--- src/rtl/pad_pkg.sv ---
package pad_pkg;

    // Legacy segment attribute: bit0 permits reads, bit1 permits writes
    typedef enum logic [1:0] {
        SEG_OFF = 2'b00,
        SEG_RO  = 2'b01,
        SEG_WO  = 2'b10,
        SEG_RW  = 2'b11
    } seg_attr_e;

    // One-hot decode target, MSB first
    typedef struct packed {
        logic abort;
        logic gfx;
        logic link;
        logic dram;
    } tgt_t;

    // Decode region, chosen by priority before the per-region rule applies
    typedef enum logic [2:0] {
        RG_IO     = 3'd0,
        RG_HIGH   = 3'd1,
        RG_LEGACY = 3'd2,
        RG_APR    = 3'd3,
        RG_LOWMEM = 3'd4,
        RG_MMIO   = 3'd5
    } region_e;

endpackage

--- src/rtl/pad_legacy.sv ---
module pad_legacy
    import pad_pkg::*;
#(
    parameter int SEG_LOG2 = 14,
    parameter int NSEG     = 16
) (
    input  logic [19:0]       addr,
    input  logic              write,
    input  logic              vga_gfx,
    input  logic [2*NSEG-1:0] seg_attr,
    output tgt_t              tgt
);

    localparam logic [19:0] VGA_LO     = 20'hA0000;
    localparam logic [19:0] SEG_LO     = 20'hC0000;
    localparam int          IDXW       = 20 - SEG_LOG2;
    localparam int          SEG_IDX_LO = int'(SEG_LO) >> SEG_LOG2;

    logic [NSEG-1:0] seg_hit;
    logic [NSEG-1:0] seg_ok;

    for (genvar i = 0; i < NSEG; i++) begin : g_seg
        seg_attr_e attr;
        assign attr       = seg_attr_e'(seg_attr[2*i +: 2]);
        assign seg_hit[i] = (addr[19:SEG_LOG2] == IDXW'(SEG_IDX_LO + i));

        always_comb begin
            unique case (attr)
                SEG_OFF: seg_ok[i] = 1'b0;
                SEG_RO:  seg_ok[i] = !write;
                SEG_WO:  seg_ok[i] = write;
                SEG_RW:  seg_ok[i] = 1'b1;
                default: seg_ok[i] = 1'b0;
            endcase
        end
    end

    always_comb begin
        tgt = '0;
        if (addr < VGA_LO) begin
            tgt.dram = 1'b1;
        end else if (addr < SEG_LO) begin
            if (vga_gfx) tgt.gfx  = 1'b1;
            else         tgt.link = 1'b1;
        end else if (|(seg_hit & seg_ok)) begin
            tgt.dram = 1'b1;
        end else begin
            tgt.link = 1'b1;
        end
    end

endmodule

--- src/rtl/pad_remap.sv ---
module pad_remap #(
    parameter int AW       = 36,
    parameter int LO_W     = 32,
    parameter int GL       = 26,
    parameter int CAP_LOG2 = 31
) (
    input  logic [AW-1:0]      addr,
    input  logic [AW-GL-1:0]   rbase,
    input  logic [AW-GL-1:0]   rlimit,
    input  logic [LO_W-GL-1:0] tolud,
    output logic               hit,
    output logic               over_cap,
    output logic [AW-1:0]      raddr
);

    logic [AW-GL-1:0] blk;
    logic [AW-1:0]    base_addr;
    logic [AW-1:0]    tolud_addr;

    assign blk        = addr[AW-1:GL];
    assign hit        = (blk >= rbase) && (blk <= rlimit);
    assign base_addr  = {rbase, {GL{1'b0}}};
    assign tolud_addr = {{(AW-LO_W){1'b0}}, tolud, {GL{1'b0}}};
    assign raddr      = addr - base_addr + tolud_addr;
    assign over_cap   = |raddr[AW-1:CAP_LOG2];

endmodule

--- src/rtl/pad_route.sv ---
module pad_route
    import pad_pkg::*;
#(
    parameter int          AW       = 36,
    parameter int          LO_W     = 32,
    parameter int          GL       = 26,
    parameter int          CAP_LOG2 = 31,
    parameter int          APR_LOG2 = 28,
    parameter logic [31:0] IO_LAST  = 32'h0001_0002
) (
    input  logic [AW-1:0]            addr,
    input  logic                     write,
    input  logic                     io,
    input  logic                     from_link,
    input  logic                     tiled,
    input  logic [LO_W-GL-1:0]       tolud,
    input  logic [LO_W-APR_LOG2-1:0] apr_base,
    input  tgt_t                     legacy_tgt,
    input  logic                     remap_hit,
    input  logic                     remap_over,
    input  logic [AW-1:0]            remap_addr,
    output tgt_t                     tgt,
    output logic [AW-1:0]            tgt_addr
);

    logic    above4g;
    logic    low1m;
    logic    apr_hit;
    logic    below_tolud;
    logic    below_cap;
    logic    io_ok;
    region_e region;

    assign above4g     = |addr[AW-1:LO_W];
    assign low1m       = (addr[LO_W-1:20] == '0);
    assign apr_hit     = (addr[LO_W-1:APR_LOG2] == apr_base);
    assign below_tolud = (addr[LO_W-1:GL] < tolud);
    assign below_cap   = (addr[LO_W-1:CAP_LOG2] == '0);
    assign io_ok       = (addr <= AW'(IO_LAST));

    // Region priority: I/O, above 4G, legacy, aperture, low DRAM, MMIO
    always_comb begin
        if (io)               region = RG_IO;
        else if (above4g)     region = RG_HIGH;
        else if (low1m)       region = RG_LEGACY;
        else if (apr_hit)     region = RG_APR;
        else if (below_tolud) region = RG_LOWMEM;
        else                  region = RG_MMIO;
    end

    always_comb begin
        tgt      = '0;
        tgt_addr = addr;
        unique case (region)
            RG_IO: begin
                if (io_ok) tgt.link  = 1'b1;
                else       tgt.abort = 1'b1;
            end
            RG_HIGH: begin
                if (!remap_hit) begin
                    tgt.link = 1'b1;
                end else if (remap_over) begin
                    tgt.abort = 1'b1;
                end else begin
                    tgt.dram = 1'b1;
                    tgt_addr = remap_addr;
                end
            end
            RG_LEGACY: tgt = legacy_tgt;
            RG_APR: begin
                if (!from_link || (write && !tiled)) tgt.gfx   = 1'b1;
                else                                 tgt.abort = 1'b1;
            end
            RG_LOWMEM: begin
                if (below_cap) tgt.dram  = 1'b1;
                else           tgt.abort = 1'b1;
            end
            RG_MMIO: tgt.link = 1'b1;
            default: tgt.abort = 1'b1;
        endcase
    end

endmodule

--- src/rtl/phys_addr_decoder.sv ---
module phys_addr_decoder
    import pad_pkg::*;
#(
    parameter int AW       = 36,
    parameter int LO_W     = 32,
    parameter int GL       = 26,
    parameter int CAP_LOG2 = 31,
    parameter int APR_LOG2 = 28,
    parameter int SEG_LOG2 = 14,
    parameter int IO_W     = 16
) (
    input  logic                 clk,
    input  logic                 rst_n,
    input  logic                 req_valid,
    input  logic [35:0]          req_addr,
    input  logic                 req_write,
    input  logic                 req_io,
    input  logic                 req_from_link,
    input  logic                 req_tiled,
    input  logic [5:0]           cfg_tolud,
    input  logic [9:0]           cfg_reclaim_base,
    input  logic [9:0]           cfg_reclaim_limit,
    input  logic                 cfg_vga_gfx,
    input  logic [3:0]           cfg_apr_base,
    input  logic [31:0]          cfg_seg_attr,
    output logic                 out_valid,
    output logic [3:0]           out_tgt,
    output logic [35:0]          out_addr
);

    localparam int          NSEG    = ((1 << 20) - 32'hC0000) >> SEG_LOG2;
    localparam logic [31:0] IO_LAST = 32'((1 << IO_W) + 2);

    tgt_t          legacy_tgt;
    tgt_t          dec_tgt;
    logic          remap_hit;
    logic          remap_over;
    logic [AW-1:0] remap_addr;
    logic [AW-1:0] dec_addr;

    pad_legacy #(
        .SEG_LOG2 (SEG_LOG2),
        .NSEG     (NSEG)
    ) u_legacy (
        .addr     (req_addr[19:0]),
        .write    (req_write),
        .vga_gfx  (cfg_vga_gfx),
        .seg_attr (cfg_seg_attr),
        .tgt      (legacy_tgt)
    );

    pad_remap #(
        .AW       (AW),
        .LO_W     (LO_W),
        .GL       (GL),
        .CAP_LOG2 (CAP_LOG2)
    ) u_remap (
        .addr     (req_addr),
        .rbase    (cfg_reclaim_base),
        .rlimit   (cfg_reclaim_limit),
        .tolud    (cfg_tolud),
        .hit      (remap_hit),
        .over_cap (remap_over),
        .raddr    (remap_addr)
    );

    pad_route #(
        .AW       (AW),
        .LO_W     (LO_W),
        .GL       (GL),
        .CAP_LOG2 (CAP_LOG2),
        .APR_LOG2 (APR_LOG2),
        .IO_LAST  (IO_LAST)
    ) u_route (
        .addr       (req_addr),
        .write      (req_write),
        .io         (req_io),
        .from_link  (req_from_link),
        .tiled      (req_tiled),
        .tolud      (cfg_tolud),
        .apr_base   (cfg_apr_base),
        .legacy_tgt (legacy_tgt),
        .remap_hit  (remap_hit),
        .remap_over (remap_over),
        .remap_addr (remap_addr),
        .tgt        (dec_tgt),
        .tgt_addr   (dec_addr)
    );

    always_ff @(posedge clk or negedge rst_n) begin
        if (!rst_n) begin
            out_valid <= 1'b0;
            out_tgt   <= '0;
            out_addr  <= '0;
        end else begin
            out_valid <= req_valid;
            out_tgt   <= req_valid ? dec_tgt  : '0;
            out_addr  <= req_valid ? dec_addr : '0;
        end
    end

endmodule

--- config.mk ---
export PLATFORM = sky130hd
export DESIGN_NAME = phys_addr_decoder
export DESIGN_NICKNAME = d
export VERILOG_FILES = /design/src/rtl/pad_pkg.sv /design/src/rtl/pad_legacy.sv /design/src/rtl/pad_remap.sv /design/src/rtl/pad_route.sv /design/src/rtl/phys_addr_decoder.sv
export SDC_FILE = /design/constraint.sdc
export NUM_CORES = 1
export LEC_CHECK = 0
export BUFFER_PORTS_ARGS = -buffer_cell sky130_fd_sc_hd__buf_2
export CAP_MARGIN = 30
export CORE_ASPECT_RATIO = 0.6
export CORE_UTILIZATION = 35
export CTS_BUF_LIST = sky130_fd_sc_hd__clkbuf_16
export CTS_CLUSTER_DIAMETER = 60
export DETAILED_ROUTE_END_ITERATION = 8
export PLACE_DENSITY = 0.63
export SETUP_SLACK_MARGIN = 0.4
export SLEW_MARGIN = 20
export SYNTH_ARGS = -nofsm -noshare
export SYNTH_HDL_FRONTEND = slang
export SYNTH_HIERARCHICAL = 1
export SYNTH_SLANG_ARGS = --single-unit
export TNS_END_PERCENT = 1
--- constraint.sdc ---
create_clock -name clk -period 0.8 [get_ports clk]
set_clock_uncertainty 0.1 [all_clocks]
set_input_delay 0.08 -clock clk [delete_from_list [all_inputs] [get_ports clk]]
set_output_delay 0.08 -clock clk [all_outputs]
set_load 0.01 [all_outputs]
==> flow_summary.ini, run 1 <==
[synthesis]
yosysTopAreaCell = dfrtp_1
synth_most_common_cell = inv_1
ys_async_sr_fraction = 1.000
synth_nets = 801
synth_ff_type = dfrtp_1
ys_top_cells_by_count = 83 x inv_1, 59 x ha_1, 46 x a21oi_1
synth_area_per_cell_um2 = 8.639
synth_edf_count = 0
synth_cells = 628
ys_seq_area_frac = 0.1891
syn_area_um2 = 5425
synth_top_cells_by_area = dfrtp_1 19%, ha_1 14%, mux2_2 7.1%, inv_1 5.7%, a21oi_1 4.2%
synth-seq-cells = 41
synth_top_area_frac = 0.1891
yosys_warnings = 6
synth_cell_types = 82

[setup_path]
required_ns = 0.87
startpoint_type = input pin
critPathArrivalTime_ns = 3.86
end_kind = flop
crit_fanout = 6
critPathKind = input pin to flop

[placement]
hpwlAfterDp_um = 14400
gp_congestion = 0.9278
io_buffers = 146

[clock_network]
ctsRootBufferMaster = clkbuf_16
htreeDepth = 2
cts_inserted_buffers = 5
clockBufferDepth = 2
cts_tree = yes
cts.sinks = 41
cts.clk_slew.worst_paths_ns = 0.06

[grt]
grt_pass1_vias = 5490
grt-ovfl-total = 0
grt_pass1_wl_um = 28350
antenna_found_initial = 1
gr-usage-all-layers = 0.2235
grt_max_degree = 42

[drt]
drtIter0Drc = 299
vias_per_cell = 5.042
drc = 0
wl_per_cell_um = 15.66
dr.pass1.iters = 7
vias = 5753
ant_nets = 0
drt-total-wl_um = 17870

[pwr]
power_leakage_uw = 0.004354
peakVddDrop_mv = 1.054
power.density_nw_per_um2 = 1224

[cells_and_area]
final_util = 0.5542
area_delta_synth_final_pct = 51.22
regArea_um2 = 1026
num-nets-final = 1115
multi_input_area_um2 = 4143
antenna_cells = 0
final_layout_size_suffix_gt1_frac = 0.5005
nFillCells = 1378

[timing]
hold_ws_ns = -0.4877
setup_violations = 81
rsz0062_at_grt = true
period_needed_ns = 3.787
finalMaxSlewViolations = 0
worstMarginPinSlew_ns = 0.6135
slew-limit-headroom = 0.5866
period_share = 4.733
max_freq_mhz = 264.1
hold_violations = 41
fin_ws_ns = -2.987

[run_status]
violations = negative hold slack, negative setup slack
outcome = finished, violations left

[die]
dieArea_um2 = 16020
io_pins = 147
die_x_um = 162.7
rows = 34
fp.dieH_um = 98.44
start_util = 0.3665
core-area_um2 = 14800

[worst_hold_path]
hold_path_class = input pin to async pin

[flow_run]
max_cap_violations = 0
[critical path: stages]
cell and delay (ns):
buf_2 0.10, inv_2 0.04, fa_1 0.54, inv_2 0.05
ha_4 0.26, nand4b_1 0.23, nor3_2 0.26, nor2b_4 0.18
a21oi_2 0.04, and2_4 0.17, mux2i_1 0.11, nor4_1 0.26
or4b_4 0.51, nor2_4 0.14, nand3_4 0.12, bufbuf_16 0.31
mux2_2 0.27, and2_2 0.19
[timing repair]
action	in CTS	in global routing
gates cloned	3	0
endpoints found under the setup margin	81	81
setup buffers	3	2
endpoints found under the hold margin	41	41
pin swaps	14	14
gates resized for setup	31	36
[cell type report]
type,count,share of cell area
Clock buffer,5,0.01525
Clock inverter,3,0.005033
Inverter,83,0.03797
Multi-Input combinational cell,480,0.5050
Sequential cell,41,0.1251
Tap cell,198,0.03020
Timing Repair Buffer,331,0.2815
[logic make-up after synthesis]
logic type               after synthesis  share of synthesized area
AO/OA/AOI/OAI                        149                     0.1942
XOR/XNOR                              33                    0.05328
adder cells (fa/ha/maj)               67                     0.1656
buffers and inverters                107                    0.08741
flip-flops                            41                     0.1891
multiplexers                          47                     0.1086
other                                  1                  0.0006912
AND/OR/NAND/NOR                      183                     0.2011
[report_power, final]
group | leakage [µW] | switching (µW) | internal, µW
Sequential | 0.000529 | 39.2 | 2190
Clock | 0.0000775 | 852 | 1460
Combinational | 0.00375 | 2650 | 2850
[worst max-delay path by stage]
stage	startpoint	end	slack, ns	cells after the start
final	req_addr[31]	out_addr[23]	-2.99	18
after CTS	req_addr[31]	out_addr[6]	-2.87	19
after detailed placement	cfg_reclaim_base[0]	out_addr[19]	-3.29	18
after global placement	cfg_reclaim_base[0]	out_addr[13]	-3.22	18
after global routing	req_addr[28]	out_addr[23]	-3.12	19
after floorplan	req_addr[26]	out_addr[26]	-3.07	19
[sequential cells by signal (all words and copies together), names as in the netlist]
name	flops
out_addr	36
out_valid	1
out_tgt	4
[per-stage QoR]
stage	area, µm²	std cells	total power, µW	setup TNS [ns]	worst slack (ns)
2_1_floorplan	5453	628	4923	-116.51	-3.070
3_3_place_gp	7654	1125	7265	-124.02	-3.217
3_5_place_dp	7654	1125	7303	-126.56	-3.293
4_1_cts	8054	1139	9771	-117.26	-2.873
5_1_grt	8204	1141	10680	-126.57	-3.115
6_report	8204	1141	10040	-120.15	-2.987
[cell usage in the layout, fill, tap and decap left out, types with 22 or more instances in the layout]
master,n
nand2_1,34
ha_1,55
mux2_2,33
dfrtp_1,41
a21oi_1,39
nor2_1,22
buf_4,172
buf_2,139
inv_1,76
[metal layers]
metal  part of all wire  global-route usage  vias up
li1                   -                   -     2836
met1               0.53              0.3579     2731
met2               0.40              0.3218      180
met3              0.066             0.02609        6
met4             0.0041             0.02732        0
met5                  0                   0        -
Power figures use the tool's default switching activity.
==> run 2, diff against run 1 <==
- SKIP_CTS_REPAIR_TIMING: not set -> 1
==> run 2 against run 1 <==
  * Non-clock buffer count rose by 1
  * Power increased by 0.60%
  * Maximum frequency is 2.3% higher
  * Die area unchanged
  * The run still ends with negative hold slack, negative setup slack left
  * First-iteration DRC count shrank 19%
  * Largest cell class unchanged
  * Combinational power increased by 1%
  * Sequential cell count stayed put
  * Sequential power barely moved
  * Highest routed layer unchanged
  * Via count increased by 0.70%
  * Setup slack gained 0.085 ns
==> flow_summary.ini, run 2 (synthesis results as in run 1) <==
[timing]
period_needed_ns = 3.702
hold_violations = 41
rsz0062_at_grt = true
setup_violations = 81
max_freq_mhz = 270.1
hold_ws_ns = -0.4878
slew-limit-headroom = 0.6216
finalMaxSlewViolations = 0
period_share = 4.627
worstMarginPinSlew_ns = 0.5641
fin_ws_ns = -2.902

[setup_path]
crit_fanout = 6
startpoint_type = input pin
critPathArrivalTime_ns = 3.78
startpoint = req_addr[32]
required_ns = 0.88
critPathKind = input pin to flop
end_kind = flop

[cells_and_area]
design_area_um2 = 8204
largest_register = out_addr
final_layout_size_suffix_gt1_frac = 0.4989
area_delta_synth_final_pct = 51.22
layout_common_cells = 176 x buf_4, 138 x buf_2, 75 x inv_1, 54 x ha_1, 41 x dfrtp_1
nFillCells = 1375
antenna_cells = 0
final_common_cell = buf_4
top_regs = out_addr (36), out_tgt (4), out_valid (1)
num-nets-final = 1116
largest_reg_flops = 36

[drt]
drtIter0Drc = 243
dr.pass1.iters = 7
ant_nets = 0
vias_per_cell = 5.073
drc = 0
vias = 5793
drt-total-wl_um = 17960
wl_per_cell_um = 15.72

[flow_run]
max_cap_violations = 0

[die]
io_pins = 147
start_util = 0.3665
core-area_um2 = 14800
die_x_um = 162.7
dieArea_um2 = 16020
fp.dieH_um = 98.44
rows = 34

[grt]
antenna_found_initial = 1
grt-ovfl-total = 0
grt_max_degree = 42
grt_pass1_wl_um = 27230
gr-usage-all-layers = 0.2138
grt_pass1_vias = 5373

[pwr]
power_leakage_uw = 0.004387
power.density_nw_per_um2 = 1231
peakVddDrop_mv = 0.7612
p_total_uw = 10100

[clock_network]
cts_inserted_buffers = 5
ctsRootBufferMaster = clkbuf_16
cts_tree = yes
cts.sinks = 41
htreeDepth = 2
cts.clk_slew.worst_paths_ns = 0.07
clockBufferDepth = 2

[placement]
io_buffers = 146
pre_cts_slack_ns = -3.293
hpwlAfterDp_um = 14400
gp_congestion = 0.9278
place_area_um2 = 7654

[worst_hold_path]
hold_path_class = input pin to async pin

[run_status]
outcome = finished, violations left
violations = negative hold slack, negative setup slack
==> run 2: changes by cell type in the layout (fill, tap and decap cells not counted), moves of 3 or more <==
cell	previous run	this run
nor4_1	4	8
and2_4	18	25
buf_6	12	9
clkbuf_16	5	8
buf_4	172	176
mux2_2	33	27
and2_2	20	12
mux2_4	3	9
==> run 2: power by group <==
group | internal [µW] | switching, µW
Clock | 1460 | 849
Sequential | 2190 | 38.3
Combinational | 2910 | 2650
==> run 2: how the worst max path moves through the flow <==
stage / end / slack [ns]
after floorplan: out_addr[26] / -3.07
after global placement: out_addr[13] / -3.22
after detailed placement: out_addr[19] / -3.29
after CTS: out_addr[19] / -3.00
after global routing: out_addr[16] / -3.07
final: out_addr[16] / -2.90
==> run 2: layer usage <==
metal  vias to the layer above  part of all wire  wire (µm)  GRT usage
li1                       2836                 -          -          -
met1                      2744              0.52       9353     0.3454
met2                       207              0.40       7245     0.3067
met3                         6             0.072       1286    0.02441
met4                         0            0.0039         70    0.02157
met5                         -                 0          0          0
==> run 2: cell type report <==
class | count | area (µm²) | share of cell area
clock buffer | 5 | 125.1 | 0.01525
multi-input combinational | 480 | 4146 | 0.5054
tap | 198 | 247.7 | 0.03020
timing repair buffer | 332 | 2303 | 0.2808
clock inverter | 3 | 41.29 | 0.005033
sequential | 41 | 1026 | 0.1251
inverter | 83 | 314.1 | 0.03828
==> run 2: metrics by stage <==
stage | instances | utilization | setup TNS [ns]
finish | 1142 | 0.5542 | -117.52
detailed placement | 1125 | 0.5170 | -126.56
global placement | 1125 | 0.5170 | -124.02
CTS | 1133 | 0.5282 | -122.07
global route | 1142 | 0.5542 | -125.33
floorplan | 628 | - | -116.51
==> run 2: worst max-delay path, cell delays in order <==
cell       delay [ns]
buf_2            0.12
ha_1             0.21
inv_1            0.07
fa_1             0.45
nand4b_1         0.33
nor3_2           0.28
nor2b_4          0.18
a21oi_2          0.04
and2_4           0.17
mux2i_1          0.11
nor4_1           0.22
or4b_4           0.51
nor2_4           0.12
nand3_4          0.19
clkbuf_16        0.24
mux2_2           0.27
and2_2           0.19
==> run 3, diff against run 2 <==
- CORE_ASPECT_RATIO: 0.6 -> not set
- TNS_END_PERCENT: 1 -> not set
==> run 3 against run 2 <==
  * The flow still finishes with violations (negative hold slack, negative setup slack)
  * First-iteration DRC count increased by 46%
  * Via count is 3.4% lower
  * Core utilization fell by 1.1 points
  * Wire length decreased by 4.8%
  * Final cell count decreased by 1.8%
  * Critical path depth rose by 2
  * Cell area up 0.35%
  * Count of clock-buffer cells in the layout is the same
  * Hold slack gained 0.14 ns
  * Sequential share of layout area is essentially flat
  * Die area is 0.11% lower
  * Critical path type unchanged
==> flow_summary.ini, run 3 (synthesis results as in run 1) <==
[run_status]
outcome = finished, violations left
violations = negative hold slack, negative setup slack

[grt]
grt-ovfl-total = 0
grt_pass1_wl_um = 26810
gr-usage-all-layers = 0.2107
antenna_found_initial = 0
grt_pass1_vias = 5430
grt_max_degree = 42

[timing]
max_freq_mhz = 268.1
hold_ws_ns = -0.3428
fin_ws_ns = -2.930
slew-limit-headroom = 0.4850
period_needed_ns = 3.730
period_share = 4.663
worstMarginPinSlew_ns = 0.7644
finalMaxSlewViolations = 0
fin_tns_setup_ns = -119.06
hold_violations = 42
rsz0062_at_grt = true
setup_violations = 81

[drt]
ant_nets = 0
dr.pass1.iters = 5
met3_wirelength_um = 696
vias_per_cell = 4.987
wl_per_cell_um = 15.23
drt-total-wl_um = 17090
vias = 5595
wl_met1_um = 8110
drc = 0
wl_met2_um = 8045
highest_layer = met4
drtIter0Drc = 354

[setup_path]
critPathArrivalTime_ns = 3.81
end_kind = flop
startpoint_type = input pin
crit_fanout = 6
critPathKind = input pin to flop
required_ns = 0.88

[pwr]
peakVddDrop_mv = 0.9186
power.density_nw_per_um2 = 1224
power_leakage_uw = 0.004399

[cells_and_area]
area_delta_synth_final_pct = 51.75
final_layout_size_suffix_gt1_frac = 0.4957
layout_common_cells = 164 x buf_4, 134 x buf_2, 77 x inv_1, 54 x ha_1, 41 x dfrtp_1
num-nets-final = 1106
final_common_cell = buf_4
antenna_cells = 0
largest_reg_flops = 36
top_regs = out_addr (36), out_tgt (4), out_valid (1)
largest_register = out_addr

[worst_hold_path]
hold_path_class = input pin to async pin

[flow_run]
max_cap_violations = 0

[placement]
io_buffers = 146
hpwlAfterDp_um = 13560
gp_congestion = 0.8803
pre_cts_slack_ns = -3.267

[clock_network]
htreeDepth = 2
clockBufferDepth = 2
cts.sinks = 41
cts_inserted_buffers = 5
ctsRootBufferMaster = clkbuf_16
cts.clk_slew.worst_paths_ns = 0.05
cts_tree = yes

[die]
start_util = 0.3582
die_x_um = 126.5
fp.dieH_um = 126.5
io_pins = 147
core-area_um2 = 15150
rows = 45
dieArea_um2 = 16000
-- run 3: cell count changes in the layout (fill, tap and decap cells not counted), sizes merged --
cell / change
inv: +1
clkinvlp: -1
buf: -10
-- run 3: power breakdown --
part / internal, µW / switching, µW
Combinational: 2930 / 2620
Sequential: 2190 / 48.1
Clock: 1450 / 847
-- run 3: final timing paths --
check / start / cells after the start / end
worst max-delay path: req_addr[26] / 19 / out_addr[31]
worst min-delay path: rst_n / 2 / out_addr[34]
max in group asynchronous: rst_n / 2 / out_addr[3]
min in group clk: req_valid / 1 / out_valid
-- run 3: layout make-up --
| type | count | area (µm²) |
|---|---|---|
| Sequential cell | 41 | 1026 |
| Clock inverter | 3 | 37.54 |
| Clock buffer | 5 | 125.1 |
| Fill cell | 1343 | 6913 |
| Tap cell | 188 | 235.2 |
| Multi-Input combinational cell | 480 | 4252 |
| Inverter | 83 | 314.1 |
| Timing Repair Buffer | 322 | 2243 |
-- run 3: routing by layer --
layer,up-vias,GRT usage
met5,-,0
met4,0,0.04323
met3,17,0.01898
met2,136,0.3468
met1,2626,0.3001
li1,2816,-
-- run 3: worst max-delay path: stages --
cell	delay (ns)
buf_8	0.08
inv_4	0.03
fa_1	0.54
inv_2	0.05
ha_4	0.21
and3_4	0.19
nand2_4	0.06
nor2_2	0.03
a221o_1	0.36
buf_4	0.14
and2_4	0.12
a211oi_2	0.23
xnor2_1	0.14
or4b_4	0.57
nor2_4	0.12
nand3_4	0.19
clkbuf_16	0.23
mux2_4	0.29
and2_4	0.15
-- run 3: through the flow --
step | util | cell area, µm² | instances | total power, µW
2_1_floorplan | - | 5489 | 628 | 4948
3_3_place_gp | 0.5000 | 7574 | 1105 | 7224
3_5_place_dp | 0.5000 | 7574 | 1105 | 7261
4_1_cts | 0.5108 | 7736 | 1113 | 9608
5_1_grt | 0.5436 | 8233 | 1122 | 10710
6_report | 0.5436 | 8233 | 1122 | 10080
